===== src/rtl/n9tx_pkg.sv =====
// Package: shared types of the nine-bit serial transmitter.
// Assumes: nothing beyond IEEE 1800-2017.
package n9tx_pkg;

    // Sequencer states: idle, clock low phase, clock high phase, tail before release
    typedef enum logic [1:0] {
        ST_IDLE = 2'd0,
        ST_LOW  = 2'd1,
        ST_HIGH = 2'd2,
        ST_TAIL = 2'd3
    } seq_state_t;

    // Build the wire word: kind flag above the payload
    function automatic logic [8:0] pack_word8(input logic kind, input logic [7:0] payload);
        return {kind, payload};
    endfunction

endpackage


===== src/rtl/n9tx_phase_timer.sv =====
// Module: counts the length of the current serial clock phase.
// Does: raises done on the last cycle of a low phase (LO cycles) or of a
//       high phase (HI cycles), chosen by phase_high.
// Assumes: LO >= 1, HI >= LO; clear holds the count at zero.
module n9tx_phase_timer #(
    parameter int LO = 2,
    parameter int HI = 2
) (
    input  logic clk,
    input  logic rst_n,
    input  logic clear,
    input  logic phase_high,
    output logic done
);
    localparam int CW = $clog2(HI + 1);
    localparam logic [CW-1:0] LO_LAST = CW'(LO - 1);
    localparam logic [CW-1:0] HI_LAST = CW'(HI - 1);

    logic [CW-1:0] cnt;

    // Terminal count of the phase in progress
    always_comb begin
        done = (cnt == (phase_high ? HI_LAST : LO_LAST));
    end

    // Phase cycle counter, restarts at each phase boundary
    always_ff @(posedge clk) begin
        if (!rst_n) begin
            cnt <= '0;
        end else if (clear || done) begin
            cnt <= '0;
        end else begin
            cnt <= cnt + 1'b1;
        end
    end

endmodule


===== src/rtl/n9tx_word_shifter.sv =====
// Module: holds the word being sent and tracks which bit is on the wire.
// Does: load captures a new word; shift moves the next bit to the top.
// Assumes: load and shift are never high together.
module n9tx_word_shifter #(
    parameter int WORD_W = 9
) (
    input  logic              clk,
    input  logic              rst_n,
    input  logic              load,
    input  logic [WORD_W-1:0] load_word,
    input  logic              shift,
    output logic              msb,
    output logic              last
);
    localparam int IW = $clog2(WORD_W);
    localparam logic [IW-1:0] IDX_LAST = IW'(WORD_W - 1);

    logic [WORD_W-1:0] shreg;
    logic [IW-1:0]     idx;

    // Bit on the wire and end-of-word flag
    always_comb begin
        msb  = shreg[WORD_W-1];
        last = (idx == IDX_LAST);
    end

    // Shift register and bit index
    always_ff @(posedge clk) begin
        if (!rst_n) begin
            shreg <= '0;
            idx   <= '0;
        end else if (load) begin
            shreg <= load_word;
            idx   <= '0;
        end else if (shift) begin
            shreg <= {shreg[WORD_W-2:0], 1'b0};
            idx   <= idx + 1'b1;
        end
    end

endmodule


===== src/rtl/n9tx_seq_fsm.sv =====
// Module: sequencer for one select window.
// Does: idle -> (low, high) x WORD_W -> tail -> idle; accepts only when idle.
// Assumes: timer_done marks the last cycle of the current phase.
module n9tx_seq_fsm
    import n9tx_pkg::*;
(
    input  logic       clk,
    input  logic       rst_n,
    input  logic       in_valid,
    input  logic       timer_done,
    input  logic       last_bit,
    output seq_state_t state,
    output logic       accept,
    output logic       shift,
    output logic       timer_clear,
    output logic       phase_high
);
    seq_state_t state_nx;

    // Handshake and datapath strobes decoded from the state
    always_comb begin
        accept      = (state == ST_IDLE) && in_valid;
        shift       = (state == ST_HIGH) && timer_done && !last_bit;
        timer_clear = (state == ST_IDLE);
        phase_high  = (state == ST_HIGH);
    end

    // Next-state selection
    always_comb begin
        state_nx = state;
        unique case (state)
            ST_IDLE: if (accept)     state_nx = ST_LOW;
            ST_LOW:  if (timer_done) state_nx = ST_HIGH;
            ST_HIGH: if (timer_done) state_nx = last_bit ? ST_TAIL : ST_LOW;
            ST_TAIL: if (timer_done) state_nx = ST_IDLE;
            default:                 state_nx = ST_IDLE;
        endcase
    end

    // State register
    always_ff @(posedge clk) begin
        if (!rst_n) begin
            state <= ST_IDLE;
        end else begin
            state <= state_nx;
        end
    end

endmodule


===== src/rtl/n9tx_top.sv =====
// Module: nine-bit command/data serial transmitter, top level.
// Does: takes one payload plus kind flag on valid/ready and sends it as
//       {kind, payload} MSB first inside one active-low select window; the
//       serial clock idles low and data moves only while it is low.
// Assumes: CLK_DIV >= 2; the receiver samples on the rising sclk edge.
module n9tx_top
    import n9tx_pkg::*;
#(
    parameter int PAYLOAD_W = 8,
    parameter int CLK_DIV   = 4
) (
    input  logic                 clk,
    input  logic                 rst_n,
    input  logic                 in_valid,
    output logic                 in_ready,
    input  logic                 in_kind,
    input  logic [PAYLOAD_W-1:0] in_byte,
    output logic                 cs_n,
    output logic                 sclk,
    output logic                 sdo,
    output logic                 busy
);
    localparam int WORD_W = PAYLOAD_W + 1;
    localparam int LO     = CLK_DIV / 2;
    localparam int HI     = CLK_DIV - LO;

    generate
        if (CLK_DIV < 2) begin : g_bad_div
            $error("n9tx_top: CLK_DIV must be at least 2");
        end
    endgenerate

    seq_state_t state;
    logic accept, shift, timer_clear, phase_high, timer_done;
    logic bit_msb, bit_last;

    n9tx_seq_fsm u_fsm (
        .clk         (clk),
        .rst_n       (rst_n),
        .in_valid    (in_valid),
        .timer_done  (timer_done),
        .last_bit    (bit_last),
        .state       (state),
        .accept      (accept),
        .shift       (shift),
        .timer_clear (timer_clear),
        .phase_high  (phase_high)
    );

    n9tx_phase_timer #(.LO(LO), .HI(HI)) u_timer (
        .clk        (clk),
        .rst_n      (rst_n),
        .clear      (timer_clear),
        .phase_high (phase_high),
        .done       (timer_done)
    );

    n9tx_word_shifter #(.WORD_W(WORD_W)) u_shift (
        .clk       (clk),
        .rst_n     (rst_n),
        .load      (accept),
        .load_word ({in_kind, in_byte}),
        .shift     (shift),
        .msb       (bit_msb),
        .last      (bit_last)
    );

    // Pin decode from the registered state and shift register
    always_comb begin
        in_ready = (state == ST_IDLE);
        busy     = (state != ST_IDLE);
        cs_n     = (state == ST_IDLE);
        sclk     = (state == ST_HIGH);
        sdo      = (state != ST_IDLE) && bit_msb;
    end

endmodule


===== config.mk =====
export PLATFORM = sky130hd
export DESIGN_NAME = n9tx_top
export DESIGN_NICKNAME = d
export VERILOG_FILES = /design/src/rtl/n9tx_pkg.sv /design/src/rtl/n9tx_phase_timer.sv /design/src/rtl/n9tx_word_shifter.sv /design/src/rtl/n9tx_seq_fsm.sv /design/src/rtl/n9tx_top.sv
export SDC_FILE = /design/constraint.sdc
export NUM_CORES = 1
export LEC_CHECK = 0
export BUFFER_PORTS_ARGS = -buffer_cell sky130_fd_sc_hd__clkbuf_2
export CAP_MARGIN = 20
export CORE_MARGIN = 4
export CORE_UTILIZATION = 52
export DETAILED_ROUTE_END_ITERATION = 6
export GPL_ROUTABILITY_DRIVEN = 0
export PLACE_DENSITY = 0.77
export SYNTH_ARGS = -nofsm -noshare
export SYNTH_HDL_FRONTEND = slang
export SYNTH_SLANG_ARGS = --single-unit

===== constraint.sdc =====
create_clock -name clk -period 1.58 [get_ports clk]
set_input_delay 0.237 -clock clk [delete_from_list [all_inputs] [get_ports clk]]
set_output_delay 0.237 -clock clk [all_outputs]
set_load 0.03 [all_outputs]

# ---- After elaboration in Yosys (flattened, before gate mapping)
# Index checks and enable logic that the tools add are counted.
dict set report classes {
  add_sub_neg 2
  eq_ne 9
  n_mux 8
  bitwise_logic 1
  reduce_logical 12
}
# cell n
set ops {}
lappend ops {{9-bit 2-to-1 mux} 2}
lappend ops {{2-bit 2-to-1 mux} 5}
lappend ops {{2-bit case mux with 4 select lines} 1}
lappend ops {{2-bit by 1-bit != test with 1-bit output, second input constant} 3}
lappend ops {{4-bit by 1-bit adder with 4-bit output, second input constant} 1}
lappend ops {{2-bit by 1-bit == test with 1-bit output, second input constant} 2}
lappend ops {{2-bit == test, second input constant} 2}
lappend ops {{4-bit == test, second input constant} 1}
lappend ops {{1-bit logical AND} 4}
lappend ops {{4-bit AND reduction} 1}
lappend ops {{2-bit nonzero test} 2}
lappend ops {{2-bit OR reduction} 2}
lappend ops {{2-bit by 1-bit adder with 2-bit output, second input constant} 1}
lappend ops {{2-bit logical NOT} 1}
lappend ops {{2-bit != test, second input constant} 1}
lappend ops {{1-bit logical NOT} 1}
lappend ops {{1-bit logical OR} 1}
lappend ops {{1-bit NOT} 1}
dict set report totals {
  regBits 17
  inputBits 12
  out_inout_bits 5
  wordCells 36
}

# ---- Longest topological paths before layout
dict set report depth {
  word_depth 5
  mapped_depth 7
  depth_no_buf 5
}

# ---- Cells and area by module
# Synthesis repeated with hierarchy kept, for this count alone.
dict set report hier_totals {
  cells_unflattened 86
  hier_area_um2 884.6
}
# mod n_inst cells_each area_per_inst_um2 seq_area_each_um2
set by_module_without_submodules {}
lappend by_module_without_submodules {n9tx_word_shifter 1 62 650.6 260.2}
lappend by_module_without_submodules {n9tx_seq_fsm 1 13 113.9 40.0}
lappend by_module_without_submodules {n9tx_phase_timer 1 6 86.3 40.0}
lappend by_module_without_submodules {n9tx_top 1 5 33.8 0.0}

# ---- Least setup slack after synthesis
# OpenSTA, ideal clock, no wires.
dict set report synth_path {
  path_kind {reg-to-output}
  start {register u_fsm.state[1]}
  end {output port in_ready}
  arrival_time_ns 1.247
  t_required_ns 1.343
  path_slack_ns 0.096
  path_stages_with_launch 4
  n_path_buf 1
  path_cell_list {dfxtp_1 or2_2 inv_1 buf_4}
}
dict set report synth_via {
  elab_chain_len 1
}
# element line
set synth_lines {}
lappend synth_lines {{start, declared} n9tx_seq_fsm.sv:12} ;# output seq_state_t state,
lappend synth_lines {{start signal, assigned} n9tx_seq_fsm.sv:45} ;# state <= state_nx;
lappend synth_lines {{2-bit logical NOT} --}
lappend synth_lines {{end, declared} n9tx_top.sv:15} ;# output logic in_ready,
# Every way passes these cells.

# ---- Final worst setup path
dict set report layout_path {
  start {register u_fsm.state[0]}
  end {register u_shift.shreg[1]}
}
dict set report layout_via {
  elab_chain_len 4
  elab_cells_between_ends 7
}
# element line
set layout_lines {}
lappend layout_lines {{2-bit == test} n9tx_seq_fsm.sv:23} ;# shift = (state == ST_HIGH) && timer_done && !last_bit;
lappend layout_lines {{1-bit logical AND (2 in a row)} n9tx_seq_fsm.sv:23}
lappend layout_lines {{2-bit nonzero test (no line)} --}
lappend layout_lines {{end signal, assigned} n9tx_word_shifter.sv:33} ;# shreg <= load_word;
lappend layout_lines {{end signal, assigned} n9tx_word_shifter.sv:36} ;# shreg <= {shreg[WORD_W-2:0], 1'b0};
lappend layout_lines {{end, declared} n9tx_word_shifter.sv:18} ;# logic [WORD_W-1:0] shreg;
# Parallel ways exist; a longest one is shown, timed or not.
# A chain may end at the register's enable or synchronous reset.

==> results.sh <==
export IMPL_outcome="finished clean"
export IMPL_seq_area_frac_synth=0.392
export IMPL_syn_area_um2=868
export IMPL_clkSinkCount=17
export IMPL_post_route_period_util=0.943
export IMPL_hold_viol=0
export IMPL_ys_flop_type="dfxtp_1"
export IMPL_min_path_type="in -> reg"
export IMPL_clk_path_buf_depth=2
export IMPL_slew_limit_headroom=0.810
export IMPL_setup_slack_ns=0.0901
export IMPL_finalClockSkew_ns=0.00570
export IMPL_clk_pin_slew_worst_paths_ns=0.10
export IMPL_postPlaceCellArea_um2=950
export IMPL_drtIter0Drc=18
export IMPL_viasPerCell=5.84
export IMPL_synth_edf_count=0
export IMPL_cts_tree="yes"
export IMPL_max_freq_mhz=671
export IMPL_syn_inst=99
export IMPL_power_density_nw_per_um2=836
export IMPL_grt_total_usage=0.147
export IMPL_synthArstFlopShare=0
export IMPL_grt_overflow_total=0
export IMPL_grt_pass1_wl_um=2920
export IMPL_port_buffers=16
export IMPL_worstMarginPinSlew_ns=0.284
export IMPL_dieArea_um2=2390
export IMPL_setup_tns_ns=0
export IMPL_final_layout_size_suffix_gt1_frac=0.331
export IMPL_ioPinCount=17
export IMPL_syn_nets=114
export IMPL_utilization=0.666
export IMPL_stdcell_count=134
export IMPL_die_w_um=48.9
export IMPL_start_util=0.563
export IMPL_hpwl_um=1220
export IMPL_final_common_cell="clkbuf_2"
export IMPL_clk_latency_ns=0.28
export IMPL_p_leak_nw=0.433
export IMPL_reg2reg_setup_slack_ns=0.09
export IMPL_grt_pass1_vias=676
export IMPL_syn_avg_cell_area_um2=8.77
export IMPL_htree_levels=1
export IMPL_vdd_drop_max_uv=710
export IMPL_diodes=0
export IMPL_via_count=783
export IMPL_crit_type="reg -> reg"
export IMPL_antenna_found_initial=0
export IMPL_cp_arrival_ns=1.65
export IMPL_core_area_um2=1540
export IMPL_crit_path_end_kind="flip-flop"
export IMPL_max_cap_violations=0
export IMPL_synth_cell_type_count=34
export IMPL_dp_cells=127
export IMPL_fin_crit_ns=1.49
export IMPL_pre_cts_ws_ns=0.0798
export IMPL_setup_violations_final=0
export IMPL_wirelength_um=1750
export IMPL_post_route_drc_count=0
export IMPL_final_cell_mix="clkbuf_2 (15), o21ai_0 (13), dfxtp_1 (13)"
export IMPL_nNetsFinal=134
export IMPL_die_h_um=48.9
export IMPL_rsz0062_at_grt="no"
export IMPL_root_buffer="clkbuf_4"
export IMPL_grt_start_max_net_pins=17
export IMPL_area_growth_pct=18.3
export IMPL_ys_ff_latch=17
export IMPL_numCtsBuffers=3
export IMPL_cp_max_fo=11
export IMPL_cp_start_kind="flip-flop"
export IMPL_rows=14
export IMPL_ant_nets=0
export IMPL_slew_viol_final=0
export IMPL_yosysWarnings=0
export IMPL_post_drt_wl_per_cell_um=13.0
export IMPL_fin_area_um2=1030
export IMPL_crit_required_ns=1.74
export IMPL_first_pass_iters=4
export IMPL_postCtsHoldBufs=0
[power by group]
part	total (mW)	internal, mW	switching, mW	leakage [nW]
clock	0.228	0.0938	0.135	0.0177
combinational	0.158	0.0694	0.0890	0.274
sequential	0.472	0.454	0.0174	0.142
[Yosys cell counts, types with 2 or more instances]
library cell	number	area, um2
o21ai_0	13	65.1
or3_1	2	12.5
nand3_1	2	10.0
nand2_1	3	11.3
inv_1	5	18.8
nor2_1	9	33.8
ha_1	3	37.5
dfxtp_1	17	340
a21oi_1	4	20.0
nor4_1	7	43.8
buf_2	2	10.0
a211oi_1	7	52.6
nand4_1	2	12.5
clkbuf_1	2	7.51
nand3b_1	2	15.0
[kinds of logic (layout without fill, tap and decap cells)]
group | Yosys count | count (layout) | synth area share
DFF | 17 | 17 | 0.392
and+or+nand+nor | 36 | 36 | 0.269
adders and majority gates | 3 | 3 | 0.0432
buffers and inverters | 12 | 31 | 0.0692
AOI/OAI and AO/OA | 30 | 30 | 0.213
muxes | 1 | 1 | 0.0130
[metrics by stage]
| stage | total power [mW] | hold WS (ns) |
|---|---|---|
| finish | 0.859 | 0.176 |
| global route | 0.913 | 0.189 |
| CTS | 0.853 | 0.178 |
| detailed placement | 0.628 | 0.416 |
| global placement | 0.625 | 0.413 |
| floorplan | 0.591 | 0.381 |
[registers in the layout, indices dropped and copies added (netlist names)]
signal and cells:
u_shift.shreg 9, u_shift.idx 4, u_fsm.state 2, u_timer.cnt 2
[worst max-delay path: stages, from the launching register on]
cell and delay, ns:
dfxtp_4 0.37, buf_4 0.14, or3b_2 0.58, o21ai_0 0.22, a211oi_1 0.07
[repair_timing]
item / 4_1_cts / 5_1_grt
resized for setup: 4 / 6
setup buffers: 0 / 3
setup endpoints to repair: 3 / 11
[final cells by class]
| type | count | area (um2) |
|---|---|---|
| Fill cell | 137 | 514 |
| Multi-Input combinational cell | 70 | 483 |
| Sequential cell | 17 | 350 |
| Timing Repair Buffer | 22 | 128 |
| Clock buffer | 3 | 22.5 |
| Tap cell | 16 | 20.0 |
| Inverter | 5 | 18.8 |
| Clock inverter | 1 | 5.00 |
[metal layers]
metal	track usage	vias to the layer above	share of wire
met5	0	-	0
met2	0.243	19	0.51
met1	0.193	361	0.44
met4	0.0269	0	0
li1	-	403	-
met3	0.0367	0	0.048
[worst paths after layout]
check / cells past startpoint / end / startpoint
hold reg to reg: 1 / u_timer.cnt[0] / u_timer.cnt[0]
setup reg to reg: 4 / u_shift.shreg[1] / u_fsm.state[0]
hold / removal: 3 / u_shift.shreg[0] / in_byte[0]
setup / recovery: 4 / u_shift.shreg[1] / u_fsm.state[0]
Note: power is estimated with default switching activity, not from simulation.
